## config.mk

```make
export PLATFORM = sky130hd
export DESIGN_NAME = rfe_seq
export DESIGN_NICKNAME = d
export VERILOG_FILES = /design/src/rtl/rfe_pkg.sv /design/src/rtl/rfe_decode.sv /design/src/rtl/rfe_legal.sv /design/src/rtl/rfe_addr.sv /design/src/rtl/rfe_seq.sv
export SDC_FILE = /design/constraint.sdc
export NUM_CORES = 1
export LEC_CHECK = 0
export BUFFER_PORTS_ARGS = -buffer_cell sky130_fd_sc_hd__buf_4
export CAP_MARGIN = 20
export CORE_ASPECT_RATIO = 1.1
export CORE_MARGIN = 2
export CORE_UTILIZATION = 42
export DETAILED_ROUTE_END_ITERATION = 8
export PLACE_DENSITY_LB_ADDON = 0.25
export SLEW_MARGIN = 20
export SYNTH_ARGS = -nofsm -noshare
export SYNTH_HDL_FRONTEND = slang
export SYNTH_HIERARCHICAL = 1
export SYNTH_SLANG_ARGS = --single-unit
```

## constraint.sdc

```tcl
create_clock -name clk -period 4.45 [get_ports clk]
set_input_delay 0.2225 -clock clk [delete_from_list [all_inputs] [get_ports clk]]
set_output_delay 0.2225 -clock clk [all_outputs]
set_load 0.03 [all_outputs]
```

## src/rtl/rfe_pkg.sv

```systemverilog
package rfe_pkg;

    localparam int RN_W    = 4;
    localparam int HALF_W  = 16;
    localparam int WORD_B  = 4;
    localparam int PAIR_B  = 2 * WORD_B;
    localparam logic [RN_W-1:0] RN_BAD = '1;

    typedef enum logic [1:0] {
        OUT_EXEC,
        OUT_UNDEF,
        OUT_UNPRED,
        OUT_NOP
    } outcome_e;

    typedef struct packed {
        logic            known;
        logic            narrow;
        logic            incr;
        logic            high;
        logic            wback;
        logic [RN_W-1:0] rn;
    } dec_t;

    typedef enum logic [2:0] {
        ST_IDLE,
        ST_REQ_LO,
        ST_RSP_LO,
        ST_REQ_HI,
        ST_RSP_HI,
        ST_DONE
    } st_e;

    function automatic logic [1:0] priv_code(input int lvl);
        return 2'(lvl);
    endfunction

endpackage

```

## src/rtl/rfe_decode.sv

```systemverilog
module rfe_decode
    import rfe_pkg::*;
(
    input  logic [HALF_W-1:0] up,
    input  logic              narrow,
    output dec_t              dec
);
    logic fixed_hit, dec_hit, inc_hit;

    always_comb begin
        fixed_hit = !narrow && (up[15:9] == 7'b1111100) && !up[6] && up[4];
        dec_hit   = narrow && (up[15:6] == 10'b1110100000) && up[4];
        inc_hit   = narrow && (up[15:6] == 10'b1110100110) && up[4];

        dec.known  = fixed_hit || dec_hit || inc_hit;
        dec.narrow = narrow;
        dec.incr   = fixed_hit ? up[7] : inc_hit;
        dec.high   = fixed_hit && (up[8] == up[7]);
        dec.wback  = up[5];
        dec.rn     = up[RN_W-1:0];
    end
endmodule

```

## src/rtl/rfe_legal.sv

```systemverilog
module rfe_legal
    import rfe_pkg::*;
#(
    parameter bit L0_UNDEF = 1'b0
) (
    input  dec_t       dec,
    input  logic [1:0] priv,
    input  logic       cb_in,
    input  logic       cb_last,
    output outcome_e   res
);
    always_comb begin
        if (!dec.known)
            res = OUT_UNDEF;
        else if (dec.rn == RN_BAD || (dec.narrow && cb_in && !cb_last))
            res = OUT_UNPRED;
        else if (priv == priv_code(2))
            res = OUT_UNDEF;
        else if (priv == priv_code(0))
            res = L0_UNDEF ? OUT_UNDEF : OUT_NOP;
        else
            res = OUT_EXEC;
    end
endmodule

```

## src/rtl/rfe_addr.sv

```systemverilog
module rfe_addr
    import rfe_pkg::*;
#(
    parameter int DW = 32
) (
    input  logic [DW-1:0] base,
    input  logic          incr,
    input  logic          high,
    output logic [DW-1:0] start,
    output logic [DW-1:0] adj
);
    localparam logic [DW-1:0] PAIR = DW'(PAIR_B);
    localparam logic [DW-1:0] WORD = DW'(WORD_B);

    logic [DW-1:0] low;

    always_comb begin
        low   = incr ? base : base - PAIR;
        start = high ? low + WORD : low;
        adj   = incr ? base + PAIR : base - PAIR;
    end
endmodule

```

## src/rtl/rfe_seq.sv

```systemverilog
module rfe_seq
    import rfe_pkg::*;
#(
    parameter int DW       = 32,
    parameter bit L0_UNDEF = 1'b0
) (
    input  logic              clk,
    input  logic              rst,
    input  logic              ins_valid,
    input  logic [HALF_W-1:0] ins_upper,
    input  logic              ins_narrow,
    input  logic              cb_inside,
    input  logic              cb_last,
    input  logic [1:0]        priv_lvl,
    input  logic [DW-1:0]     base_val,
    output logic              busy,
    output logic              flag_undef,
    output logic              flag_unpred,
    output logic              mem_req_valid,
    output logic [DW-1:0]     mem_req_addr,
    input  logic              mem_req_ready,
    input  logic              mem_rsp_valid,
    input  logic [DW-1:0]     mem_rsp_data,
    input  logic              mem_rsp_err,
    output logic              ret_valid,
    output logic [DW-1:0]     ret_pc,
    output logic [DW-1:0]     ret_status,
    output logic              wb_en,
    output logic [RN_W-1:0]   wb_idx,
    output logic [DW-1:0]     wb_val
);
    localparam logic [DW-1:0] WORD = DW'(WORD_B);

    dec_t          dec;
    outcome_e      verdict;
    logic [DW-1:0] start_a, adj_v;

    st_e           st;
    logic [DW-1:0] addr_r;
    logic          wb_req;

    rfe_decode u_dec (
        .up     (ins_upper),
        .narrow (ins_narrow),
        .dec    (dec)
    );

    rfe_legal #(.L0_UNDEF(L0_UNDEF)) u_legal (
        .dec     (dec),
        .priv    (priv_lvl),
        .cb_in   (cb_inside),
        .cb_last (cb_last),
        .res     (verdict)
    );

    rfe_addr #(.DW(DW)) u_addr (
        .base  (base_val),
        .incr  (dec.incr),
        .high  (dec.high),
        .start (start_a),
        .adj   (adj_v)
    );

    always_ff @(posedge clk) begin
        if (rst) begin
            st          <= ST_IDLE;
            addr_r      <= '0;
            wb_req      <= 1'b0;
            wb_idx      <= '0;
            wb_val      <= '0;
            ret_pc      <= '0;
            ret_status  <= '0;
            flag_undef  <= 1'b0;
            flag_unpred <= 1'b0;
        end else begin
            flag_undef  <= 1'b0;
            flag_unpred <= 1'b0;
            unique case (st)
                ST_IDLE: begin
                    if (ins_valid) begin
                        unique case (verdict)
                            OUT_EXEC: begin
                                st     <= ST_REQ_LO;
                                addr_r <= start_a;
                                wb_req <= dec.wback;
                                wb_idx <= dec.rn;
                                wb_val <= adj_v;
                            end
                            OUT_UNDEF:  flag_undef  <= 1'b1;
                            OUT_UNPRED: flag_unpred <= 1'b1;
                            default: ;
                        endcase
                    end
                end
                ST_REQ_LO: if (mem_req_ready) st <= ST_RSP_LO;
                ST_RSP_LO: begin
                    if (mem_rsp_valid) begin
                        if (mem_rsp_err) begin
                            st <= ST_IDLE;
                        end else begin
                            ret_pc <= mem_rsp_data;
                            addr_r <= addr_r + WORD;
                            st     <= ST_REQ_HI;
                        end
                    end
                end
                ST_REQ_HI: if (mem_req_ready) st <= ST_RSP_HI;
                ST_RSP_HI: begin
                    if (mem_rsp_valid) begin
                        if (mem_rsp_err) begin
                            st <= ST_IDLE;
                        end else begin
                            ret_status <= mem_rsp_data;
                            st         <= ST_DONE;
                        end
                    end
                end
                ST_DONE: st <= ST_IDLE;
                default: st <= ST_IDLE;
            endcase
        end
    end

    assign busy          = (st != ST_IDLE);
    assign mem_req_valid = (st == ST_REQ_LO) || (st == ST_REQ_HI);
    assign mem_req_addr  = addr_r;
    assign ret_valid     = (st == ST_DONE);
    assign wb_en         = (st == ST_DONE) && wb_req;

    // a stalled request keeps its address
    p_req_hold_r6: assert property (@(posedge clk) disable iff (rst)
        mem_req_valid && !mem_req_ready |=> mem_req_valid && $stable(mem_req_addr));

    // the return is a single pulse, after which busy falls
    p_ret_single_r4: assert property (@(posedge clk) disable iff (rst)
        ret_valid |=> !ret_valid && !busy);

    // write-back only together with the return
    p_wb_with_ret_r5: assert property (@(posedge clk) disable iff (rst)
        wb_en |-> ret_valid);

    // an error response while waiting aborts the sequence
    p_err_abort_r7: assert property (@(posedge clk) disable iff (rst)
        busy && !mem_req_valid && !ret_valid && mem_rsp_valid && mem_rsp_err
        |=> !ret_valid && !wb_en && !busy);

    // a flagged instruction starts no read
    p_flag_quiet_r9: assert property (@(posedge clk) disable iff (rst)
        flag_undef || flag_unpred |-> !busy && !mem_req_valid);

    // the two flags are exclusive
    p_flag_excl_r12: assert property (@(posedge clk) disable iff (rst)
        !(flag_undef && flag_unpred));

endmodule

```

* Word level (Yosys, flattened, before mapping)
Index checks and enable logic that the tools add are counted.
** Operators by class
- Add/subtract/negate cells :: 4
- Multiply operators :: 0
- Divide/modulo/power cells :: 0
- $lt $le $gt $ge :: 0
- Equality and inequality tests :: 20
- Shift operators :: 0
- Multiplexer cells :: 24
- Bitwise operators :: 3
- Reduce and logical (&&, ||, !) cells :: 29
** Operators with widths (number)
- two-way mux 32 bit :: 7
- adder 32 x 3 -> 32 bit (second input constant) :: 2
- one-hot mux 32 bit (2 select lines) :: 1
- adder 32 x 4 -> 32 bit (second input constant) :: 1
- subtractor 32 x 4 -> 32 bit (second input constant) :: 1
- two-way mux 3 bit :: 7
- equality test 10 bit (second input constant) :: 2
- one-hot mux 3 bit (5 select lines) :: 1
- != test 2 bit (second input constant) :: 6
- logical AND 1 bit :: 11
- two-way mux 2 bit :: 5
- AND reduction 3 bit :: 3
- equality test 7 bit (second input constant) :: 1
- equality test 3 x 2 -> 1 bit (second input constant) :: 2
- equality test 3 bit (second input constant) :: 2
- AND reduction 6 bit :: 1
- AND reduction 5 bit :: 1
- equality test 2 bit (second input constant) :: 2
- equality test 4 bit (second input constant) :: 1
- zero test 2 bit :: 2
- logical OR 1 bit :: 4
- equality test 3 x 1 -> 1 bit (second input constant) :: 1
- zero test 1 bit :: 3
- zero test 3 bit :: 1
- other kinds (8) :: 12
** Word-level totals
- Register bits after elaboration :: 138
- Bits in latches :: 0
- Memory bits (writable) :: 0
- ROM bits :: 0
- Bits of input ports :: 91
- Output and inout bits :: 138
- Word-level logic and storage cells :: 89
- Memories kept :: 0

* Logic depth before layout (Yosys ltp)
Gate-level depths: netlist of run 1.
- Depth in word-level cells :: 11
- Mapped depth :: 18

* By module
Netlist of run 1, hierarchy kept.
** Modules (own cells, without submodules)
- rfe_seq :: instances 1, cells an instance 764, area each 5924.4 um^2, seq. area each 2762.6 um^2
- rfe_addr :: instances 1, cells an instance 345, area each 2228.4 um^2, seq. area each 0.0 um^2
- rfe_decode :: instances 1, cells an instance 18, area each 126.4 um^2, seq. area each 0.0 um^2
- rfe_legal :: instances 1, cells an instance 5, area each 37.5 um^2, seq. area each 0.0 um^2

* Least setup slack after synthesis of run 1
OpenSTA, ideal clock, no wires.
- Path type :: input port to flip-flop
- Start :: input port ins_upper[6]
- End :: register addr_r[30], in the netlist mem_req_addr[30]
- Data arrival time :: 3.545 ns
- Setup slack :: 0.778 ns
- Stages on the path :: 18
- Buffers on the path :: 2
- Cell sequence :: and4b_1 nand4_2 nor3b_2 clkbuf_1 inv_1 ha_1 inv_1 ha_1 nand2_1 a311oi_1 and2_1 and2_1 clkbuf_1 nand4_1 xnor2_1 nand3_1 a21oi_1 or3_1
** RTL lines
- start: declaration :: line rfe_seq.sv:10 : input logic [HALF_W-1:0] ins_upper,
- end signal: assignment :: line rfe_seq.sv:84 : addr_r <= start_a;
- end signal: assignment :: line rfe_seq.sv:102 : addr_r <= addr_r + WORD;
- end: declaration :: line rfe_seq.sv:39 : logic [DW-1:0] addr_r;

==> reports/qor.tcl, run 1 <==
set qor(status) {finished clean}
set qor(timing.reg2reg.worst_path_depth) 5
set qor(r2r_slack_ps) 1880
set qor(required_ps) 4750
set qor(report.final.slew_viol_count) 0
set qor(placement_rows) 53
set qor(cts_setup_buffers) 0
set qor(max-vdd-ir-drop_mv) 0.257
set qor(postRouteWirelength_mm) 26.3
set qor(hp-class) {input port to register}
set qor(chipWidth_um) 138
set qor(layout-drive-gt1-share_pct) 24.1
set qor(synth.most_common_cell) {sky130_fd_sc_hd__nand2_1}
set qor(first_iter_violations) 535
set qor(synth-warning-count) 6
set qor(synth_edf_count) 0
set qor(ctsHtreeMaxLevel) 4
set qor(synth.avg_cell_area_um2) 7.35
set qor(starting_density_of_the_core_pct) 43.1
set qor(setup-tns-final_ps) 0
set qor(ioPinCount) 229
set qor(critical_path_class) {input port to register}
set qor(worstPathArrival_ps) 3770
set qor(number_of_distinct_library_cells_after_synthesis) 84
set qor(syn-num-nets) 1229
set qor(postCtsResizedCells) 0
set qor(die-height_um) 152
set qor(grt_pass1_vias) 8009
set qor(setup_viols_final) 0
set qor(worst_slew_margin_rel_pct) 32.1
set qor(postCtsHoldBufs) 0
set qor(ant_nets) 0
set qor(seq_area_um2) 2760
set qor(die-area_um2) 20900
set qor(worst-path-max-fanout) 8
set qor(timing.final.crit_share_pct) 77.9
set qor(grt.total_usage_pct) 24.0
set qor(post-synth-top-area-cell) {sky130_fd_sc_hd__dfxtp_1}
set qor(fin_nets) 1401
set qor(routed_wire_length_per_instance_um) 16.8
set qor(syn2layout_area_growth_pct) 27.7
set qor(worst_r2r_endpoint) {wb_val[23]}
set qor(cts_tree) {done}
set qor(cts-buffers-inserted) 17
set qor(numPortBuffers) 228
set qor(hold_slack_ps) 49.2
set qor(synth_area_um2) 8320
set qor(dr_total_vias) 8703
set qor(synthTopCellsByCount) {sky130_fd_sc_hd__nand2_1 (284), sky130_fd_sc_hd__a21oi_1 (150), sky130_fd_sc_hd__dfxtp_1 (138)}
set qor(rsz_0062_raised_after_global_routing) {no}
set qor(tritoncts_num_sinks) 138
set qor(fill_cells) 1915
set qor(period_needed_ps) 3460
set qor(skew_ps) 9.34
set qor(worstMarginPinSlew_ps) 1010
set qor(grt_overflow) 0
set qor(maximum_number_of_pins_on_one_net_before_global_route_repair) 90
set qor(leak_pwr_nw) 4.08
set qor(start_kind) {input port}
set qor(synth-main-ff-cell) {sky130_fd_sc_hd__dfxtp_1}
set qor(max_cap_viol_count) 0
set qor(pwr_density_cell_nw_per_um2) 281
set qor(dp.final_hpwl_mm) 19.3
set qor(clk_pin_slew_worst_paths_ps) 60
set qor(max-clock-path-buffers) 2
set qor(firstDrtPassIters) 6
set qor(antenna-diode-count) 0
set qor(max_freq_mhz) 289
set qor(yosysSeqAreaShare_pct) 33.2
set qor(grt_first_pass_wirelength_mm) 41.0
set qor(crit_path_end_kind) {register}
set qor(yosys_register_bits) 138
set qor(antenna_found_initial) 0
set qor(core-area_um2) 19300
set qor(clock_tree.root_cell) {sky130_fd_sc_hd__clkbuf_16}
set qor(synth_top_cells_by_area) {sky130_fd_sc_hd__dfxtp_1 (33%), sky130_fd_sc_hd__nand2_1 (13%), sky130_fd_sc_hd__a21oi_1 (9.0%), sky130_fd_sc_hd__xnor2_1 (4.2%), sky130_fd_sc_hd__xor2_1 (3.3%)}
set qor(r2r_start) {st[0]}
set qor(crit_path_start) {ins_narrow}
set qor(hold_viol_final) 0
set qor(critical_path_destination) {mem_req_addr[23]}
set qor(syn-instance-count) 1132
set qor(drc) 0
set qor(multi_input_comb_area_um2) 5070
set qor(ys_async_sr_fraction_pct) 0
set qor(detail_route.vias_per_cell) 5.56
set qor(clk_latency_ps) 430
set qor(yosysTopAreaCellShare_pct) 33.2
set qor(routability_driven_placement_congestion_ratio) 0.913
==> report_power, final <==
| part | switching (W) | internal [W] |
|---|---|---|
| logic | 0.000133 | 0.000102 |
| clock network | 0.000605 | 0.000905 |
| registers | 0.000000421 | 0.00124 |
| total | 0.000739 | 0.00224 |
==> kinds of logic (layout without fill, tap and decap cells) <==
kind of cell	count (synthesis)	count (layout)	share of synthesized area (%)
buf+inv	97	282	5.93
simple gates	559	559	33.5
xor+xnor	71	71	7.48
compound gates	254	254	18.1
flops	138	138	33.2
fa+ha+maj	6	6	0.903
mux	7	7	0.873
==> flip-flops by register name, summed over array words and instances, names as in the netlist <==
| register | flops |
|---|---|
| wb_req | 1 |
| ret_status | 32 |
| ret_pc | 32 |
| wb_val | 32 |
| st | 3 |
| mem_req_addr | 32 |
| wb_idx | 4 |
| flag_unpred | 1 |
| flag_undef | 1 |
==> cell usage in the layout (no fill, tap or decap), drive strengths merged, types with 8 or more instances in the layout <==
master / n
nand2: 285
buf: 244
a21oi: 150
dfxtp: 138
nor2: 60
xnor2: 40
nor3: 35
xor2: 31
o21ai: 28
nand3: 27
nand4: 26
clkbuf: 17
or3: 16
nor4: 15
inv: 15
and2: 13
a31oi: 12
or2: 12
and3: 11
nor3b: 9
nand2b: 8
and4: 8
==> per-stage QoR <==
stage / worst slack (ps) / total power [W] / cell area [µm²] / cells / util (%)
after floorplan: 778 / 0.00140 / 8320 / 1132 / -
after global placement: 734 / 0.00150 / 9990 / 1532 / 51.8
after detailed placement: 623 / 0.00150 / 9990 / 1532 / 51.8
after CTS: 1040 / 0.00302 / 10600 / 1564 / 55.0
after global routing: 549 / 0.00309 / 10600 / 1564 / 55.0
final: 985 / 0.00298 / 10600 / 1564 / 55.0
==> per-layer routing <==
layer  vias up  wire, µm  track usage (%)
met5         -         0                0
met4         0       522             7.70
met3        38      1580             4.34
met2       303     13200             42.7
met1      4058     11000             29.6
li1       4304         -                -
==> final cells by class <==
type / instances / share of cell area [%]
Clock buffer: 17 / 4.00
Clock inverter: 15 / 1.91
Inverter: 6 / 0.212
Multi-Input combinational cell: 897 / 47.7
Sequential cell: 138 / 26.0
Tap cell: 247 / 2.91
Timing Repair Buffer: 244 / 17.2
==> how the worst min path moves through the flow <==
stage	slack [ps]	end	startpoint	cells after the start
floorplan	360	ret_status[0]	mem_rsp_data[0]	2
finish	50	wb_req	ins_upper[5]	3
CTS	30	wb_req	ins_upper[5]	3
global route	40	ret_pc[17]	mem_rsp_data[17]	3
detailed placement	450	wb_val[25]	wb_val[25]	2
global placement	440	ret_pc[14]	ret_pc[14]	2
==> worst max-delay path, stage by stage <==
cell,delay [ps]
sky130_fd_sc_hd__buf_4,120
sky130_fd_sc_hd__nor2b_1,140
sky130_fd_sc_hd__a21oi_1,180
sky130_fd_sc_hd__nor3b_2,130
sky130_fd_sc_hd__nor3b_1,580
sky130_fd_sc_hd__nand4_1,410
sky130_fd_sc_hd__nor4_1,380
sky130_fd_sc_hd__o22ai_1,210
sky130_fd_sc_hd__or3_1,360
sky130_fd_sc_hd__or3_4,380
sky130_fd_sc_hd__xnor2_1,130
sky130_fd_sc_hd__nand3_1,70
sky130_fd_sc_hd__a21oi_1,80
sky130_fd_sc_hd__or3_1,390
No activity file was read; power rests on OpenSTA's default activity.
==> run 2: changes to the inputs <==
--- a/config.mk
+++ b/config.mk
@@ -5,6 +5,7 @@
 export SDC_FILE = /design/constraint.sdc
 export NUM_CORES = 1
 export LEC_CHECK = 0
+export ABC_AREA = 1
 export BUFFER_PORTS_ARGS = -buffer_cell sky130_fd_sc_hd__buf_4
 export CAP_MARGIN = 20
 export CORE_ASPECT_RATIO = 1.1
==> constraint.sdc (replaced) <==
create_clock -name clk -period 3 [get_ports clk]
set_input_delay 0.15 -clock clk [delete_from_list [all_inputs] [get_ports clk]]
set_output_delay 0.15 -clock clk [all_outputs]
set_load 0.03 [all_outputs]
==> run 2 against run 1 <==
Sequential power grew 48%; sequential cell count is the same; clock power grew 43%; worst setup slack lost 290 ps; wire length grew 15%; total power grew 51%; critical path type unchanged; largest cell class unchanged; largest power group unchanged.
==> reports/qor.tcl, run 2 <==
set qor(rsz_0062_raised_after_global_routing) {no}
set qor(first_iter_violations) 873 ;# +63%
set qor(clk_latency_ps) 430 ;# about the same
set qor(maximum_number_of_pins_on_one_net_before_global_route_repair) 79 ;# -12%
set qor(worst_r2r_endpoint) {ret_pc[17]}
set qor(number_of_distinct_library_cells_after_synthesis) 45 ;# -46%
set qor(postCtsResizedCells) 0 ;# unchanged
set qor(synth.avg_cell_area_um2) 6.14 ;# -16%
set qor(status) {finished clean}
set qor(r2r_slack_ps) 1010 ;# -870 ps
set qor(grt.total_usage_pct) 24.4 ;# +0.47 points
set qor(synth_top_cells_by_area) {sky130_fd_sc_hd__dfxtp_1 (29%), sky130_fd_sc_hd__nand2_1 (21%), sky130_fd_sc_hd__a21oi_1 (7.4%), sky130_fd_sc_hd__nand3_1 (6.6%), sky130_fd_sc_hd__nor2_1 (5.9%)}
set qor(yosysTopAreaCellShare_pct) 28.9 ;# -4.4 points
set qor(synth-main-ff-cell) {sky130_fd_sc_hd__dfxtp_1}
set qor(synth_area_um2) 9570 ;# +15%
set qor(core-area_um2) 22300 ;# +15%
set qor(antenna_found_initial) 0 ;# unchanged
set qor(antenna-diode-count) 0 ;# unchanged
set qor(critical_path_destination) {mem_req_addr[19]}
set qor(ioPinCount) 229 ;# unchanged
set qor(worstMarginPinSlew_ps) 1040 ;# +35.3 ps
set qor(skew_ps) 10.8 ;# +1.44 ps
set qor(worstPathArrival_ps) 2670 ;# -1100 ps
set qor(dp.cells) 2022 ;# +32%
set qor(post-synth-top-area-cell) {sky130_fd_sc_hd__dfxtp_1}
set qor(dr_total_vias) 10700 ;# +23%
set qor(setup_viols_final) 0 ;# unchanged
set qor(crit_path_start) {ins_upper[10]}
set qor(ant_nets) 0 ;# unchanged
set qor(report.final.slew_viol_count) 0 ;# unchanged
set qor(fill_cells) 2245 ;# +17%
set qor(clk_pin_slew_worst_paths_ps) 70 ;# about the same
set qor(fin_nets) 1882 ;# +34%
set qor(placement_rows) 57 ;# +7.5%
set qor(routed_wire_length_per_instance_um) 14.5 ;# -14%
set qor(clock_tree.root_cell) {sky130_fd_sc_hd__clkbuf_16}
set qor(syn-num-nets) 1657 ;# +35%
set qor(critical_path_class) {input port to register}
set qor(start_kind) {input port}
set qor(leak_pwr_nw) 5.23 ;# +28%
set qor(multi_input_comb_area_um2) 5850 ;# +15%
set qor(seq_area_um2) 2760 ;# unchanged
set qor(yosysSeqAreaShare_pct) 28.9 ;# -4.4 points
set qor(syn2layout_area_growth_pct) 28.8
set qor(dp.final_hpwl_mm) 22.4 ;# +16%
set qor(max_freq_mhz) 433
set qor(firstDrtPassIters) 5 ;# -1
set qor(setup-tns-final_ps) 0 ;# unchanged
set qor(synthTopCellsByCount) {sky130_fd_sc_hd__nand2_1 (546), sky130_fd_sc_hd__nor2_1 (151), sky130_fd_sc_hd__a21oi_1 (141)}
set qor(hp-class) {input port to register}
set qor(timing.final.crit_share_pct) 76.9
set qor(worst-path-max-fanout) 6 ;# -2
set qor(required_ps) 3360 ;# -1390 ps
set qor(max-vdd-ir-drop_mv) 0.339 ;# +32%
set qor(pwr_density_cell_nw_per_um2) 364 ;# +30%
set qor(period_needed_ps) 2310
set qor(cts-buffers-inserted) 17 ;# unchanged
set qor(worst_slew_margin_rel_pct) 30.3 ;# -1.9 points
set qor(grt_first_pass_wirelength_mm) 48.1 ;# +17%
set qor(numPortBuffers) 228 ;# unchanged
set qor(ys_async_sr_fraction_pct) 0 ;# unchanged
set qor(synth_edf_count) 0 ;# unchanged
set qor(ctsHtreeMaxLevel) 4 ;# unchanged
set qor(synth-warning-count) 6 ;# unchanged
set qor(timing.reg2reg.worst_path_depth) 8 ;# +3
set qor(grt_pass1_vias) 9709 ;# +21%
set qor(yosys_register_bits) 138 ;# unchanged
set qor(syn-instance-count) 1560 ;# +38%
set qor(chipWidth_um) 148 ;# +7.1%
set qor(final_cell_mix) {sky130_fd_sc_hd__nand2_1 (545), sky130_fd_sc_hd__buf_4 (246), sky130_fd_sc_hd__nor2_1 (150), sky130_fd_sc_hd__a21oi_1 (141), sky130_fd_sc_hd__dfxtp_1 (138)}
set qor(die-height_um) 162 ;# +7.1%
set qor(synth.most_common_cell) {sky130_fd_sc_hd__nand2_1}
set qor(hold_viol_final) 0 ;# unchanged
set qor(drc) 0 ;# unchanged
set qor(grt_overflow) 0 ;# unchanged
set qor(layout-drive-gt1-share_pct) 22.1 ;# -2.0 points
set qor(r2r_start) {st[2]}
set qor(starting_density_of_the_core_pct) 43.0 ;# -0.082 points
set qor(max-clock-path-buffers) 2 ;# unchanged
set qor(tritoncts_num_sinks) 138 ;# unchanged
set qor(instances_no_fill) 2093 ;# +34%
set qor(mostFrequentLayoutCell) {sky130_fd_sc_hd__nand2_1}
set qor(crit_path_end_kind) {register}
set qor(postRouteWirelength_mm) 30.3 ;# +15%
set qor(die-area_um2) 24000 ;# +15%
set qor(routability_driven_placement_congestion_ratio) 0.933 ;# +2.2%
set qor(max_cap_viol_count) 0 ;# unchanged
set qor(cts_tree) {done}
set qor(detail_route.vias_per_cell) 5.10 ;# -8.4%
[run 2: cell count changes after synthesis, sizes merged, moves of 15 or more]
| cell | before | now |
|---|---|---|
| xor2 | 31 | 16 |
| nor2 | 60 | 194 |
| nand2 | 285 | 588 |
| nand3 | 27 | 136 |
| or3 | 16 | 0 |
| inv | 6 | 135 |
| xnor2 | 40 | 13 |
| clkbuf | 48 | 24 |
| nor3 | 35 | 16 |
[run 2: worst max-delay path, cell delays in order]
cell and delay (ps):
sky130_fd_sc_hd__buf_4 110, sky130_fd_sc_hd__inv_1 60, sky130_fd_sc_hd__nand3_1 80, sky130_fd_sc_hd__nor2_2 150
sky130_fd_sc_hd__nand3_1 100, sky130_fd_sc_hd__nand2_2 80, sky130_fd_sc_hd__inv_2 60, sky130_fd_sc_hd__ha_1 300
sky130_fd_sc_hd__a21oi_1 180, sky130_fd_sc_hd__nand3_1 140, sky130_fd_sc_hd__nor2_1 150, sky130_fd_sc_hd__nand3_2 150
sky130_fd_sc_hd__nor2_2 160, sky130_fd_sc_hd__nand2_2 110, sky130_fd_sc_hd__clkinv_2 110, sky130_fd_sc_hd__nand2_1 70
sky130_fd_sc_hd__xor2_1 140, sky130_fd_sc_hd__inv_1 60, sky130_fd_sc_hd__nor2_1 40, sky130_fd_sc_hd__nor2_1 120
sky130_fd_sc_hd__nand2_1 70, sky130_fd_sc_hd__a21oi_1 110
[run 2: logic make-up after synthesis]
logic type | count (synthesis) | share of synthesized area [%]
simple gates | 974 | 46.7
buf+inv | 215 | 10.1
compound gates | 198 | 10.8
flops | 138 | 28.9
xor+xnor | 29 | 2.73
fa+ha+maj | 6 | 0.784
[run 2: where the power goes]
part / leakage (nW) / switching (W) / internal [W]
Sequential: 1.11 / 0.000000963 / 0.00183
Clock: 0.287 / 0.00103 / 0.00113
Combinational: 3.83 / 0.000296 / 0.000202
Total: 5.23 / 0.00133 / 0.00316
[run 2: final cells by class]
cell class                 count  share of cell area (%)
multi-input combinational   1207                    47.4
clock inverter                15                    1.41
sequential                   138                    22.4
clock buffer                  17                    3.45
timing repair buffer         285                    18.1
inverter                     136                    4.15
tap                          295                    2.99
[run 2: how the worst min path moves through the flow]
stage	cells after the start	slack, ps	endpoint	startpoint
2_1_floorplan	2	300	ret_pc[28]	mem_rsp_data[28]
3_3_place_gp	3	420	wb_req	ins_upper[5]
3_5_place_dp	3	430	wb_req	ins_upper[5]
4_1_cts	3	6	wb_val[2]	base_val[2]
5_1_grt	3	4	wb_val[2]	base_val[2]
6_report	3	20	wb_val[2]	base_val[2]
[run 2: repair_timing]
item / in CTS / in global routing
hold buffers: 39 / 0
setup buffers: 0 / 0
endpoints found under the hold margin: 71 / 0
[run 2: stage by stage]
stage          setup slack (ps)  total power (W)  utilization (%)  hold WS, ps  area [µm²]
2_1_floorplan               207          0.00215                -          297        9570
3_3_place_gp                328          0.00232             51.0          419       11300
3_5_place_dp                297          0.00232             51.0          425       11300
4_1_cts                     738          0.00452             55.4         6.09       12300
5_1_grt                     423          0.00465             55.4         4.32       12300
6_report                    693          0.00449             55.4         20.5       12300
[run 2: layer usage]
| metal | vias to the layer above | global-route usage [%] | part of all wire, % |
|---|---|---|---|
| met3 | 52 | 3.73 | 5.8 |
| met1 | 4822 | 31.2 | 43 |
| met2 | 390 | 41.9 | 48 |
| met5 | - | 0 | 0 |
| li1 | 5405 | - | - |
| met4 | 0 | 8.87 | 2.4 |
